$ cat src/rtl/wca_pkg.sv
package wca_pkg;
    typedef enum logic [1:0] {
        DEC_UPDATE = 2'd0,
        DEC_INSERT = 2'd1,
        DEC_BYPASS = 2'd2
    } dec_e;

    typedef enum logic [1:0] {
        OP_IDLE  = 2'd0,
        OP_TOUCH = 2'd1,
        OP_DROP  = 2'd2,
        OP_PLACE = 2'd3
    } op_e;
endpackage

$ cat src/rtl/wca_lfsr.sv
module wca_lfsr #(
    parameter int          W    = 16,
    parameter logic [W-1:0] TAPS = 16'hB400,
    parameter logic [W-1:0] SEED = 16'hACE1
) (
    input  logic         clk,
    input  logic         rst_n,
    input  logic         step,
    output logic [W-1:0] state
);
    logic [W-1:0] state_q;
    logic [W-1:0] state_d;

    always_comb begin
        state_d = state_q;
        if (step) begin
            state_d = state_q[0] ? ((state_q >> 1) ^ TAPS) : (state_q >> 1);
        end
    end

    always_ff @(posedge clk) begin
        if (!rst_n) state_q <= SEED;
        else        state_q <= state_d;
    end

    assign state = state_q;


    lfsr_nonzero_chk: assert property (@(posedge clk) disable iff (!rst_n)
        state_q != '0);
endmodule

$ cat src/rtl/wca_classify.sv
module wca_classify #(
    parameter int SIZE_W    = 20,
    parameter int BLK_SHIFT = 12,
    parameter int NCLS      = 4,
    parameter int PW        = 16,
    localparam int NB_W     = SIZE_W - BLK_SHIFT + 1,
    localparam int CW       = $clog2(NCLS + 1)
) (
    input  logic [SIZE_W-1:0]  size,
    input  logic               class_mode,
    input  logic [PW-1:0]      prob_thr,
    input  logic [NCLS*PW-1:0] prob_vec,
    input  logic [SIZE_W-1:0]  cutoff,
    output logic [NB_W-1:0]    nblk,
    output logic               cold,
    output logic [PW-1:0]      p_sel
);
    logic [NB_W-1:0] nb_raw;
    logic [CW-1:0]   cls;

    assign nb_raw = {1'b0, size[SIZE_W-1:BLK_SHIFT]} + NB_W'(|size[BLK_SHIFT-1:0]);
    assign nblk   = (nb_raw == '0) ? NB_W'(1) : nb_raw;

    always_comb begin
        cls = CW'(NCLS);
        for (int k = NCLS - 1; k >= 0; k--) begin
            if (32'(nblk) <= (32'd1 << k)) cls = CW'(k);
        end
    end

    always_comb begin
        p_sel = prob_thr;
        cold  = (size >= cutoff);
        if (class_mode) begin
            p_sel = '0;
            cold  = (cls == CW'(NCLS));
            for (int k = 0; k < NCLS; k++) begin
                if (cls == CW'(k)) p_sel = prob_vec[k*PW +: PW];
            end
        end
    end
endmodule

$ cat src/rtl/wca_tagstore.sv
module wca_tagstore
    import wca_pkg::*;
#(
    parameter int ADDR_W = 20,
    parameter int DEPTH  = 4,
    parameter int NB_W   = 9,
    localparam int AW    = $clog2(DEPTH),
    localparam int IW    = $clog2(DEPTH),
    localparam int EW    = ((ADDR_W > NB_W) ? ADDR_W : NB_W) + 1
) (
    input  logic              clk,
    input  logic              rst_n,
    input  op_e               op,
    input  logic [ADDR_W-1:0] addr,
    input  logic [NB_W-1:0]   nblk,
    output logic              hit,
    output logic              ovl_any,
    output logic              evict_valid,
    output logic [ADDR_W-1:0] evict_tag
);
    logic [ADDR_W-1:0] tag_q [DEPTH];
    logic [AW-1:0]     age_q [DEPTH];
    logic [DEPTH-1:0]  vld_q;
    logic [ADDR_W-1:0] tag_d [DEPTH];
    logic [AW-1:0]     age_d [DEPTH];
    logic [DEPTH-1:0]  vld_d;

    logic [DEPTH-1:0]  match;
    logic [DEPTH-1:0]  ovl;
    logic [DEPTH-1:0]  surv;
    logic [AW-1:0]     cage [DEPTH];
    logic [IW-1:0]     hit_idx;
    logic [IW-1:0]     free_idx;
    logic [IW-1:0]     victim;
    logic [IW-1:0]     slot;
    logic [EW-1:0]     span_end;
    logic              full;

    assign span_end = EW'(addr) + EW'(nblk);

    for (genvar g = 0; g < DEPTH; g++) begin : g_entry
        assign match[g] = vld_q[g] && (tag_q[g] == addr);
        assign ovl[g]   = vld_q[g] && (tag_q[g] >= addr) && (EW'(tag_q[g]) < span_end);
        assign surv[g]  = vld_q[g] && !ovl[g];
    end

    assign hit     = |match;
    assign ovl_any = |ovl;
    assign full    = &surv;

    always_comb begin
        hit_idx  = '0;
        free_idx = '0;
        victim   = '0;
        for (int i = DEPTH - 1; i >= 0; i--) begin
            if (match[i])                     hit_idx  = IW'(i);
            if (!surv[i])                     free_idx = IW'(i);
            if (age_q[i] == AW'(DEPTH - 1))   victim   = IW'(i);
        end
    end

    assign slot        = full ? victim : free_idx;
    assign evict_valid = (op == OP_PLACE) && full;
    assign evict_tag   = tag_q[victim];

    // ages of survivors closed up over the holes left by invalidation
    always_comb begin
        for (int j = 0; j < DEPTH; j++) begin
            logic [AW-1:0] gap;
            gap = '0;
            for (int i = 0; i < DEPTH; i++) begin
                if (ovl[i] && (age_q[i] < age_q[j])) gap = gap + AW'(1);
            end
            cage[j] = age_q[j] - gap;
        end
    end

    always_comb begin
        tag_d = tag_q;
        age_d = age_q;
        vld_d = vld_q;
        unique case (op)
            OP_IDLE: begin
            end
            OP_TOUCH: begin
                for (int i = 0; i < DEPTH; i++) begin
                    if (IW'(i) == hit_idx)                        age_d[i] = '0;
                    else if (vld_q[i] && age_q[i] < age_q[hit_idx]) age_d[i] = age_q[i] + AW'(1);
                end
            end
            OP_DROP: begin
                vld_d = surv;
                for (int i = 0; i < DEPTH; i++) age_d[i] = surv[i] ? cage[i] : '0;
            end
            OP_PLACE: begin
                for (int i = 0; i < DEPTH; i++) begin
                    if (IW'(i) == slot) begin
                        vld_d[i] = 1'b1;
                        tag_d[i] = addr;
                        age_d[i] = '0;
                    end else begin
                        vld_d[i] = surv[i];
                        age_d[i] = surv[i] ? cage[i] + AW'(1) : '0;
                    end
                end
            end
        endcase
    end

    always_ff @(posedge clk) begin
        if (!rst_n) begin
            vld_q <= '0;
            for (int i = 0; i < DEPTH; i++) begin
                tag_q[i] <= '0;
                age_q[i] <= '0;
            end
        end else begin
            vld_q <= vld_d;
            tag_q <= tag_d;
            age_q <= age_d;
        end
    end


    tag_unique_chk: assert property (@(posedge clk) disable iff (!rst_n)
        $onehot0(match));


    evict_full_chk: assert property (@(posedge clk) disable iff (!rst_n)
        evict_valid |-> (vld_q == '1));
endmodule

$ cat src/rtl/wcache_admit.sv
module wcache_admit
    import wca_pkg::*;
#(
    parameter int              ADDR_W    = 20,
    parameter int              SIZE_W    = 20,
    parameter int              BLK_SHIFT = 12,
    parameter int              DEPTH     = 4,
    parameter int              NCLS      = 4,
    parameter int              PW        = 16,
    parameter logic [PW-1:0]   TAPS      = 16'hB400,
    parameter logic [PW-1:0]   SEED      = 16'hACE1,
    localparam int             NB_W      = SIZE_W - BLK_SHIFT + 1
) (
    input  logic               clk,
    input  logic               rst_n,
    input  logic               req_valid,
    input  logic [ADDR_W-1:0]  req_addr,
    input  logic [SIZE_W-1:0]  req_size,
    input  logic               class_mode,
    input  logic [PW-1:0]      prob_thr,
    input  logic [NCLS*PW-1:0] prob_vec,
    input  logic [SIZE_W-1:0]  cutoff,
    output logic               dec_valid,
    output logic [1:0]         dec_kind,
    output logic               dec_inval,
    output logic               evict_valid,
    output logic [ADDR_W-1:0]  evict_tag
);
    logic [PW-1:0]     rnd_state;
    logic [PW-1:0]     rnd;
    logic [PW-1:0]     p_sel;
    logic [NB_W-1:0]   nblk;
    logic              cold;
    logic              hit;
    logic              ovl_any;
    logic              ev_valid_d;
    logic [ADDR_W-1:0] ev_tag_d;
    logic              admit;
    op_e               op;
    dec_e              kind_d;
    dec_e              kind_q;

    wca_lfsr #(.W(PW), .TAPS(TAPS), .SEED(SEED)) u_rng (
        .clk   (clk),
        .rst_n (rst_n),
        .step  (req_valid),
        .state (rnd_state)
    );

    wca_classify #(.SIZE_W(SIZE_W), .BLK_SHIFT(BLK_SHIFT), .NCLS(NCLS), .PW(PW)) u_cls (
        .size       (req_size),
        .class_mode (class_mode),
        .prob_thr   (prob_thr),
        .prob_vec   (prob_vec),
        .cutoff     (cutoff),
        .nblk       (nblk),
        .cold       (cold),
        .p_sel      (p_sel)
    );

    wca_tagstore #(.ADDR_W(ADDR_W), .DEPTH(DEPTH), .NB_W(NB_W)) u_tags (
        .clk         (clk),
        .rst_n       (rst_n),
        .op          (op),
        .addr        (req_addr),
        .nblk        (nblk),
        .hit         (hit),
        .ovl_any     (ovl_any),
        .evict_valid (ev_valid_d),
        .evict_tag   (ev_tag_d)
    );

    assign rnd   = rnd_state - PW'(1);
    assign admit = (rnd < p_sel);

    always_comb begin
        op     = OP_IDLE;
        kind_d = DEC_BYPASS;
        if (req_valid) begin
            if (hit) begin
                op     = OP_TOUCH;
                kind_d = DEC_UPDATE;
            end else if (cold) begin
                op     = OP_DROP;
                kind_d = DEC_BYPASS;
            end else if (admit) begin
                op     = OP_PLACE;
                kind_d = DEC_INSERT;
            end else begin
                op     = OP_DROP;
                kind_d = DEC_BYPASS;
            end
        end
    end

    always_ff @(posedge clk) begin
        if (!rst_n) begin
            dec_valid   <= 1'b0;
            kind_q      <= DEC_UPDATE;
            dec_inval   <= 1'b0;
            evict_valid <= 1'b0;
            evict_tag   <= '0;
        end else begin
            dec_valid   <= req_valid;
            kind_q      <= kind_d;
            dec_inval   <= ((op == OP_DROP) || (op == OP_PLACE)) && ovl_any;
            evict_valid <= ev_valid_d;
            evict_tag   <= ev_tag_d;
        end
    end

    assign dec_kind = kind_q;


    dec_follows_req_chk: assert property (@(posedge clk) disable iff (!rst_n)
        req_valid |=> dec_valid);

    no_spurious_dec_chk: assert property (@(posedge clk) disable iff (!rst_n)
        !req_valid |=> !dec_valid);

    full_scale_admits_chk: assert property (@(posedge clk) disable iff (!rst_n)
        (req_valid && !hit && !cold && (p_sel == '1)) |=> (dec_kind == DEC_INSERT));

    zero_never_admits_chk: assert property (@(posedge clk) disable iff (!rst_n)
        (req_valid && !hit && (p_sel == '0)) |=> (dec_kind == DEC_BYPASS));

    hit_updates_chk: assert property (@(posedge clk) disable iff (!rst_n)
        (req_valid && hit) |=> (dec_kind == DEC_UPDATE && !dec_inval && !evict_valid));

    overlap_no_evict_chk: assert property (@(posedge clk) disable iff (!rst_n)
        (req_valid && !hit && ovl_any) |=> !evict_valid);

    evict_on_insert_chk: assert property (@(posedge clk) disable iff (!rst_n)
        evict_valid |-> (dec_valid && dec_kind == DEC_INSERT));
endmodule

$ cat config.mk
export PLATFORM = sky130hd
export DESIGN_NAME = wcache_admit
export DESIGN_NICKNAME = d
export VERILOG_FILES = /design/src/rtl/wca_pkg.sv /design/src/rtl/wca_lfsr.sv /design/src/rtl/wca_classify.sv /design/src/rtl/wca_tagstore.sv /design/src/rtl/wcache_admit.sv
export SDC_FILE = /design/constraint.sdc
export NUM_CORES = 1
export LEC_CHECK = 0
export BUFFER_PORTS_ARGS = -buffer_cell sky130_fd_sc_hd__clkbuf_2
export CORE_UTILIZATION = 36
export DETAILED_ROUTE_END_ITERATION = 12
export PLACE_DENSITY = 0.57
export SYNTH_ARGS = -nofsm -noshare
export SYNTH_HDL_FRONTEND = slang
export SYNTH_SLANG_ARGS = --single-unit
export TNS_END_PERCENT = 20
$ cat constraint.sdc
create_clock -name clk -period 9.1 [get_ports clk]
set_input_delay 0.91 -clock clk [delete_from_list [all_inputs] [get_ports clk]]
set_output_delay 0.91 -clock clk [all_outputs]
set_load 0.005 [all_outputs]
==> results of run 1 <==
-- final cells by class --
class / instances / area (um^2)
clock buffer: 19 / 442.9
fill: 3484 / 20020
clock inverter: 13 / 170.2
inverter: 87 / 327.8
sequential: 133 / 2663
multi-input combinational: 1255 / 9470
tap: 455 / 569.3
timing repair buffer: 184 / 960.9
-- worst max-delay path, delay by kind of cell --
family,cells,cell delay [ns]
fa+ha+maj,9,2.52
xor+xnor,3,0.71
simple gates,13,2.56
buf+inv,4,0.41
compound gates,8,1.62
-- per-stage QoR --
stage                     instance area (um^2)  setup slack (ns)
final                                    14600            0.6811
after global routing                     14600           0.01785
after CTS                                14600            0.7325
after detailed placement                 13990            0.3265
after global placement                   13990            0.5047
after floorplan                          12690            0.6119
-- registers in the layout (all words and copies together) (netlist names) --
register and count:
dec_kind 2, u_rng.state 16, dec_inval 1, u_tags.age_q 8, u_tags.tag_q 80, u_tags.vld_q 4
evict_tag 20, dec_valid 1, evict_valid 1
-- worst paths after layout --
path,to,depth (start not counted)
worst max-delay path,u_tags.age_q[1],37
worst min-delay path,u_tags.tag_q[60],2
worst max register to register,u_tags.age_q[5],18
worst min register to register,u_tags.tag_q[60],2
-- cell families after synthesis --
| kind of cell | after synthesis | synth area share (%) |
|---|---|---|
| buffers and inverters | 158 | 5.007 |
| AOI/OAI and AO/OA | 394 | 22.02 |
| muxes | 97 | 7.678 |
| xor gates and xnor gates | 56 | 4.455 |
| DFF | 133 | 20.97 |
| adders and majority gates | 225 | 22.07 |
| and+or+nand+nor | 483 | 17.80 |
-- layer usage --
metal  global-route usage, %  part of all wire [%]  wire (um)  vias to the layer above
met5                       0                     0          0                        -
met4                   5.955                   1.7        689                        0
met3                   3.191                   5.0       2070                       44
met2                   41.59                    48      20190                      355
met1                   30.10                    45      18790                     5636
li1                        -                     -          -                     5976
-- power by group --
group	internal, W	switching (W)	total (W)
Combinational	0.000159	0.000238	0.000398
Clock	0.000442	0.000289	0.000731
Sequential	0.000599	0.0000220	0.000621
-- cell usage in the layout, fill, tap and decap left out, drive strengths merged, types with 11 or more instances in the layout --
cell	netlist	routed
a211oi	33	33
a21o	47	47
a21oi	66	66
a22oi	32	32
a311oi	22	22
a31oi	15	15
buf	19	16
clkbuf	52	187
dfxtp	133	133
ha	215	215
inv	87	90
mux2i	97	97
nand2	132	132
nand2b	12	12
nand3	48	48
nand4	23	23
nor2	165	165
nor2b	15	15
nor3	20	20
nor4	14	14
o211ai	11	11
o21ai	87	87
xnor2	30	30
xor2	23	23
==> impl.org, run 1 <==
** Critical path
- Crit path top cell by count :: ha_1
- Of all nets on the critical path, the largest fanout is 4.
- For the worst setup path, the data arrival time is 8.74 ns.
- The worst setup path is of the in2reg kind.
- On the worst path, the slowest cell contributes a delay of 0.46 ns.
- The critical path starts at req_size[1].
- Launch instance of the worst register-to-register path :: u_tags.tag_q[62]
- Required time at the worst-slack endpoint :: 9.42 ns
- The largest individual stage delay along the critical path comes from the cell fa_1.
- Worst R2R Setup Slack :: approximately 4.3 ns
- The worst setup path is launched from a primary input.
- The worst setup path is captured at a flip-flop.

** Clock tree
- The clock reaches the later pin of the worst-skew pair after 0.43 ns.
- Clock tree synthesis selected as its root buffer the cell clkbuf_16.
- Gates resized during post-CTS repair numbered 0.
- In this run, post-CTS hold repair placed 0 buffers.
- Clock tree from TritonCTS :: built
- Counting the buffers created by CTS gives 17.
- Postcts setup bufs :: 0
- The clock net in this run drives a total of 133 sinks.
- Number of buffers between clock root and the deepest sink :: 2
- Reg clk slew, reported paths :: approximately 0.06 ns
- CTS built an H-tree with a depth of 4.

** Timing
- Across the routed clock network, the largest skew measured is 0.009101 ns.
- The worst path in the final design needs a cycle of ~8.4 ns, including I/O delays and setup.
- Hold timing on the final database bottoms out at a slack of 0.5183 ns.
- The worst pin sits at a relative slew slack of 21.82%.
- Derived from the worst setup path, the maximum achievable clock frequency is 118.8 MHz.
- After routing, the total negative slack on setup checks comes to 0 ns.
- Period utilization :: between 90% and 100%
- Hold violation count in the final report :: 0
- The number of max-slew violations in the final report came to 0.
- Final setup fails :: 0
- Unrepaired setup endpoints after global routing :: no
- Worst Max-Slew Pin Slew :: 1.173 ns

** Synth
- Library cell occupying the most area in the post-synthesis netlist :: ha_1
- Syn nets :: 1,906
- Library cells used by synthesis :: 87
- Prevailing post-synth register cell :: dfxtp_1
- By area the synthesized netlist is led by ha_1 (21%), dfxtp_1 (21%), mux2i_1 (7.6%), nor2_1 (4.9%), nand2_1 (3.9%).
- Area share of the leading cell type in the synthesized netlist :: approximately a fifth
- In the post-synthesis netlist, the cell with the most instances is ha_1.
- Of the synthesized area, sequential elements account for 20.97%.
- Counting flops and latches in the post-synthesis netlist gives between 100 and 150.
- Number of instances in the synthesized netlist :: 1,546
- During synthesis, Yosys emitted a total of 0 warnings.
- The average instance in the mapped netlist occupies 8.211 um^2.
- Counting flops with a built-in enable in the synthesized netlist gives 0.
- Fraction of registers with async set or reset after synthesis :: 0%
- Cell types with the highest counts after synthesis :: ha_1 (215), nor2_1 (165), dfxtp_1 (133), nand2_1 (132), mux2i_1 (96)
- Mapped Area :: 0.01269 mm^2

** Route
- Summed over all layers, the routed wires come to 41,740 um.
- Across all layers, the routed design uses 12,010 vias.
- After detailed routing, the number of remaining DRC violations is 0.
- The first routing iteration left 845 violations.
- Before antenna repair, the detailed router went through 5 iterations.
- The count of nets left with antenna violations once routing finished came out at 0.
- Via density per instance :: approximately 5.6
- In the final routed layout, each cell accounts on average for about 19 um.

** Die
- Number of top-level design ports :: 169
- Die W :: 189.8 um
- The die is approximately 190 um tall.
- The die covers approximately 0.036 mm^2.
- Total core area :: between 0.03 and 0.04 mm^2
- Initial core utilization :: 36.66%
- Row generation in the floorplan step produced 68 rows.

** Min path
- Startpoint of the tightest hold check path :: u_tags.tag_q[60]
- The path class of the tightest hold or removal check is reg2reg.

** Power
- Total leakage power :: between 6 and 7 nW
- For this design the ratio of total power to cell area is 119.8 mW/mm^2.
- Worst vdd rail ir drop :: 0.1036 mV
- Design Power :: around 0.0017 W

** Place
- HPWL Detailed :: 32,750 um
- Buffers placed on the I/O ports in this run total 168.
- Final GP Congestion :: 0.9204
- Total placed cells including tap cells :: 2,114

** Global routing
- Maximum number of pins on one net before global-route repair :: 67
- Number of global-route vias before repair :: 11,810
- The first global-routing pass estimated 66,360 um of wire.
- Global routing used 23.61% of the available tracks across all layers.
- Initial antenna violation count :: 0
- Congestion Overflow GR :: 0

** Final layout
- At the end of the flow, the number of nets in the layout was about 2,000.
- Cells fill 42.17% of the core in the end.
- Number of antenna cells inserted :: 0
- For this run, the number of standard cells in the final layout without fillers is 2,146.
- Cells with a size suffix above 1 make up 15.43% of the layout.
- Layout area overhead :: 15.04%

** Status
- The flow ran to the end, and the final reports show no timing, DRC or antenna violations.

** Flow run
- Across the run, the number of max-cap violations was 0.
(Power assumes the default switching activity.)
==> inputs of run 2 (changes only) <==
- CELL_PAD_IN_SITES_DETAIL_PLACEMENT: default -> 1
- CELL_PAD_IN_SITES_GLOBAL_PLACEMENT: default -> 1
- PLACE_DENSITY: 0.57 -> 0.72
- SYNTH_HIERARCHICAL: default -> 1
==> run 2 against run 1 <==
Against the previous run: area after synthesis up 6.2%; design area up 5.1%; critical path type unchanged; highest routed layer unchanged; sequential power down 2%; via count up 8.2%; largest power group unchanged; fmax up 0.85%; clock-buffer cell count unchanged; clock power about the same.
==> impl.org, run 2 <==
** Synth
- Prevailing post-synth register cell :: dfxtp_1
- Cells taking the most area after synthesis :: ha_1 (20%), dfxtp_1 (20%), mux2i_1 (10%), nor2_1 (5.3%), a21oi_1 (4.2%)
- ha_1 is the most common cell in the netlist.
- Cell types with the highest counts after synthesis :: ha_1 (215), nor2_1 (189), mux2i_1 (136), dfxtp_1 (133), inv_1 (127)
- The flip-flop and latch count after synthesis came to 133 (unchanged).
- Fraction of registers with async set or reset after synthesis :: 0% (unchanged)
- Library cell occupying the most area in the post-synthesis netlist :: ha_1
- Mapped Area :: 0.01349 mm^2 (+6.2%)
- Yosys Warn Count :: 6 (+6)
- The fraction of the yosys area taken by sequential cells came to 19.74% (-1.2 points).
- Number of flops mapped to enable cells by yosys :: 0 (unchanged)
- The average cell area after synthesis is 8.275 um^2 (+0.77%).
- Library cells used by synthesis :: 99 (+14%)
- The number of nets in the synthesized netlist is 1,990 (+4.4%).
- The area share of the largest cell type after synthesis is 19.94% (-1.2 points).
- The synthesized instance count came to 1,630 (+5.4%).

** Critical path
- Critical Setup Path Class :: in2reg
- In this run the worst setup path terminates at u_tags/age_q[7].
- Beginning of the critical path :: req_size[3]
- The maximum fanout along the worst path is 5 (+1).
- The endpoint identified for the worst register-to-register timing path is u_tags/age_q[5].
- Element type at the critical path start :: primary input
- The total buffers and inverters traversed by the critical path came to 3 (-1).
- Among cell families on the critical path, the largest total delay comes from compound AO/OA/AOI/OAI gates.
- Worst R2R Setup Slack :: 4.25 ns (-0.08 ns)
- Category of the worst setup path capture point :: flip-flop
- The largest individual stage delay along the critical path comes from the cell a2111oi_0.
- The required time at the endpoint of the critical path came to 9.46 ns (+0.04 ns).
- Launch instance of the worst register-to-register path :: u_tags/tag_q[78]
- The delay contributed by the slowest stage of the critical path came to 0.51 ns (+0.05 ns).
- The cell depth of the worst flop-to-flop path came to 15 (-3).
- The critical path depth in cells came to 35 (-5.4%).
- By instance count, the cell type seen most on the critical path is ha_1.
- The arrival time at the worst endpoint is 8.71 ns (-0.03 ns).

** Route
- Via density per instance :: 5.775 (+3.2%)
- Drt wl/cell :: 21.28 um (+9.4%)
- The count of TritonRoute iterations in the first routing pass is 6 (+1).
- The total wire length came to 47,870 um (+15%).
- Total vias in the final route :: 12,990 (+8.2%)
- The antenna violation net count after detailed routing is 0 (unchanged).
- Violation count after the first detailed-route iteration :: 603 (-29%)
- Residual DRC :: 0 (unchanged)

** Power
- Total leakage power :: 7.229 nW (+6.8%)
- Power per cell area :: 115.6 mW/mm^2 (-3.5%)
- The maximum resistive drop on vdd came to 0.1310 mV (+26%).
- Design Power :: 0.001775 W (+1.5%)

** Clock tree
- Clk Latency, worst-skew pair :: 0.44 ns (about the same)
- The post-cts sizing count is 0 (unchanged).
- CTS Hold Buffers Added :: 0 (unchanged)
- CTS placed an instance of clkbuf_16 at the clock tree root.
- The maximum clock path buffer count was 2 (unchanged).
- The clock net sink count was 133 (unchanged).
- Clock tree from TritonCTS :: built
- The clock input transition at the sequential cells of the worst setup and hold paths came to 0.06 ns (about the same).
- Num CTS Buffers :: 17 (unchanged)
- The number of H-tree levels was 4 (unchanged).
- Postcts setup bufs :: 0 (unchanged)

** Min path
- The path class of the tightest hold or removal check is reg2reg.
- Startpoint of the tightest hold check path :: u_tags/tag_q[0]

** Final layout
- Number of cells in the finished layout apart from fillers :: 2,250 (+4.8%)
- Number of antenna cells inserted :: 0 (unchanged)
- The library cell used most frequently in the layout, excluding fill and tap cells, is ha_1.
- Layout cells sized above 1 :: 15.94% (+0.50 points)
- Register with the most flip-flops :: u_tags/tag_q
- The total area of sequential cells is 0.002663 mm^2 (unchanged).
- Number of nets at the end of the flow :: 2,130 (+4.5%)
- Flip-flop count of the largest register, all copies and words added :: 80 (unchanged)
- Fill cells :: 4,453 (+28%)
- The area of the multi-input gates is 0.01003 mm^2 (+6.0%).
- Layout area overhead :: 13.79%
- The library cells used most frequently in the layout, excluding fill and tap cells, are ha_1 (215), nor2_1 (188), clkbuf_2 (168), mux2i_1 (136), dfxtp_1 (133).

** Global routing
- The initial antenna violation count is 0 (unchanged).
- Global Route Usage Sum :: 25.44% (+1.8 points)
- Maximum number of pins on one net before global-route repair :: 53 (-21%)
- The wire length of the first global-routing pass was 76,290 um (+15%).
- The via count of the first global-routing pass came to 13,770 (+17%).
- The total global routing overflow was 0 (unchanged).

** Flow run
- The number of max-cap violations was 0 (unchanged).

** Place
- The final weighted congestion of routability-driven global placement is 0.9322 (+1.3%).
- Total placed cells including tap cells :: 2,219 (+5.0%)
- Setup WS pre-CTS :: 0.5083 ns (+0.1817 ns)
- HPWL Detailed :: 37,440 um (+14%)
- The number of port buffers came to 168 (unchanged).

** Timing
- The final worst setup slack came to 0.7521 ns (+0.07099 ns).
- Setup repair after global routing left no endpoint under its margin.
- The time the worst path needs with I/O delays and setup is 8.348 ns (-0.07099 ns).
- The final setup skew was 0.01140 ns (+0.002303 ns).
- The number of setup violations in the final report came to 0 (unchanged).
- Peak clock frequency supported by timing :: 119.8 MHz (+0.85%)
- The relative slew slack came to 31.14% (+9.3 points).
- The final number of hold-violating endpoints was 0 (unchanged).
- The worst hold margin is 0.5354 ns (+0.01706 ns).
- The setup TNS came to 0 ns (unchanged).
- Period utilization :: 91.74% (-0.78 points)
- Worst Max-Slew Pin Slew :: 1.023 ns (-0.1492 ns)
- Final Slew Violations :: 0 (unchanged)

** Die
- Die height :: 195.6 um (+3.0%)
- Overall die area :: 0.03824 mm^2 (+6.2%)
- Initial core utilization :: 36.75% (+0.094 points)
- The horizontal die dimension was 195.6 um (+3.0%).
- Number of top-level design ports :: 169 (unchanged)
- The placeable core area was 0.03670 mm^2 (+6.0%).
- The site row count is 70 (+2.9%).

** Status
- The flow ran to the end, and the final reports show no timing, DRC or antenna violations.
==> run 2: cell count changes in the layout (fill, tap and decap cells not counted), moves of 24 or more <==
| cell | delta |
|---|---|
| nor2_1 | +24 |
| inv_1 | +40 |
| a211oi_1 | +25 |
| a21oi_1 | +50 |
| a22oi_1 | -27 |
| mux2i_1 | +40 |
| o21ai_0 | -32 |
| nand2_1 | -54 |
==> run 2: final cells by class <==
cell class | count | share of cell area [%]
Tap cell | 468 | 3.815
Clock buffer | 19 | 2.951
Sequential cell | 133 | 17.35
Timing Repair Buffer | 187 | 6.407
Multi-Input combinational cell | 1304 | 65.38
Inverter | 127 | 3.106
Clock inverter | 12 | 0.9945
==> run 2: worst min path at each step <==
stage                       endpoint  cells after the start
CTS                  u_tags/tag_q[0]                      2
global placement    u_tags/tag_q[20]                      2
detailed placement   u_tags/tag_q[0]                      2
global route         u_rng/state[15]                      2
floorplan            u_rng/state[15]                      2
finish               u_tags/tag_q[0]                      2
==> run 2: cell families (layout without fill, tap and decap cells) <==
group	after synthesis	count (layout)	synth area share, %
AOI/OAI and AO/OA	421	421	22.40
and+or+nand+nor	470	470	17.24
adders and majority gates	217	217	20.17
buffers and inverters	193	345	6.197
muxes	137	137	10.26
xor gates and xnor gates	59	59	3.998
DFF	133	133	19.74
==> run 2: through the flow <==
step | instance area, um^2 | util (%)
after detailed placement | 14740 | 40.17
after global routing | 15350 | 41.82
after global placement | 14740 | 40.17
final | 15350 | 41.82
after CTS | 15350 | 41.82
after floorplan | 13490 | -
==> run 2: report_power, final <==
part           total [W]  internal, W  switching [W]
Sequential      0.000611     0.000594      0.0000173
Combinational   0.000431     0.000172       0.000259
Clock           0.000732     0.000444       0.000289
==> run 2: worst reg2reg max path, stage by stage (launching register included) <==
cell,delay (ns)
dfxtp_1,0.38
ha_1,0.33
nand3_1,0.18
or4_1,0.69
nor4_1,0.92
nor3b_1,0.25
a22oi_1,0.20
nand2_1,0.08
a21oi_1,0.38
ha_1,0.34
o21ai_0,0.08
nand2_1,0.06
a21oi_1,0.28
nor2_1,0.07
a311o_1,0.33
a311oi_1,0.19
==> run 2: per-layer routing <==
metal	global-route usage (%)	share of wire (%)	vias to the layer above	routed length, um
li1	-	-	6262	-
met1	31.70	46	6448	21950
met2	45.30	49	212	23500
met3	3.610	2.9	71	1402
met4	7.087	2.1	0	1020
met5	0	0	-	0
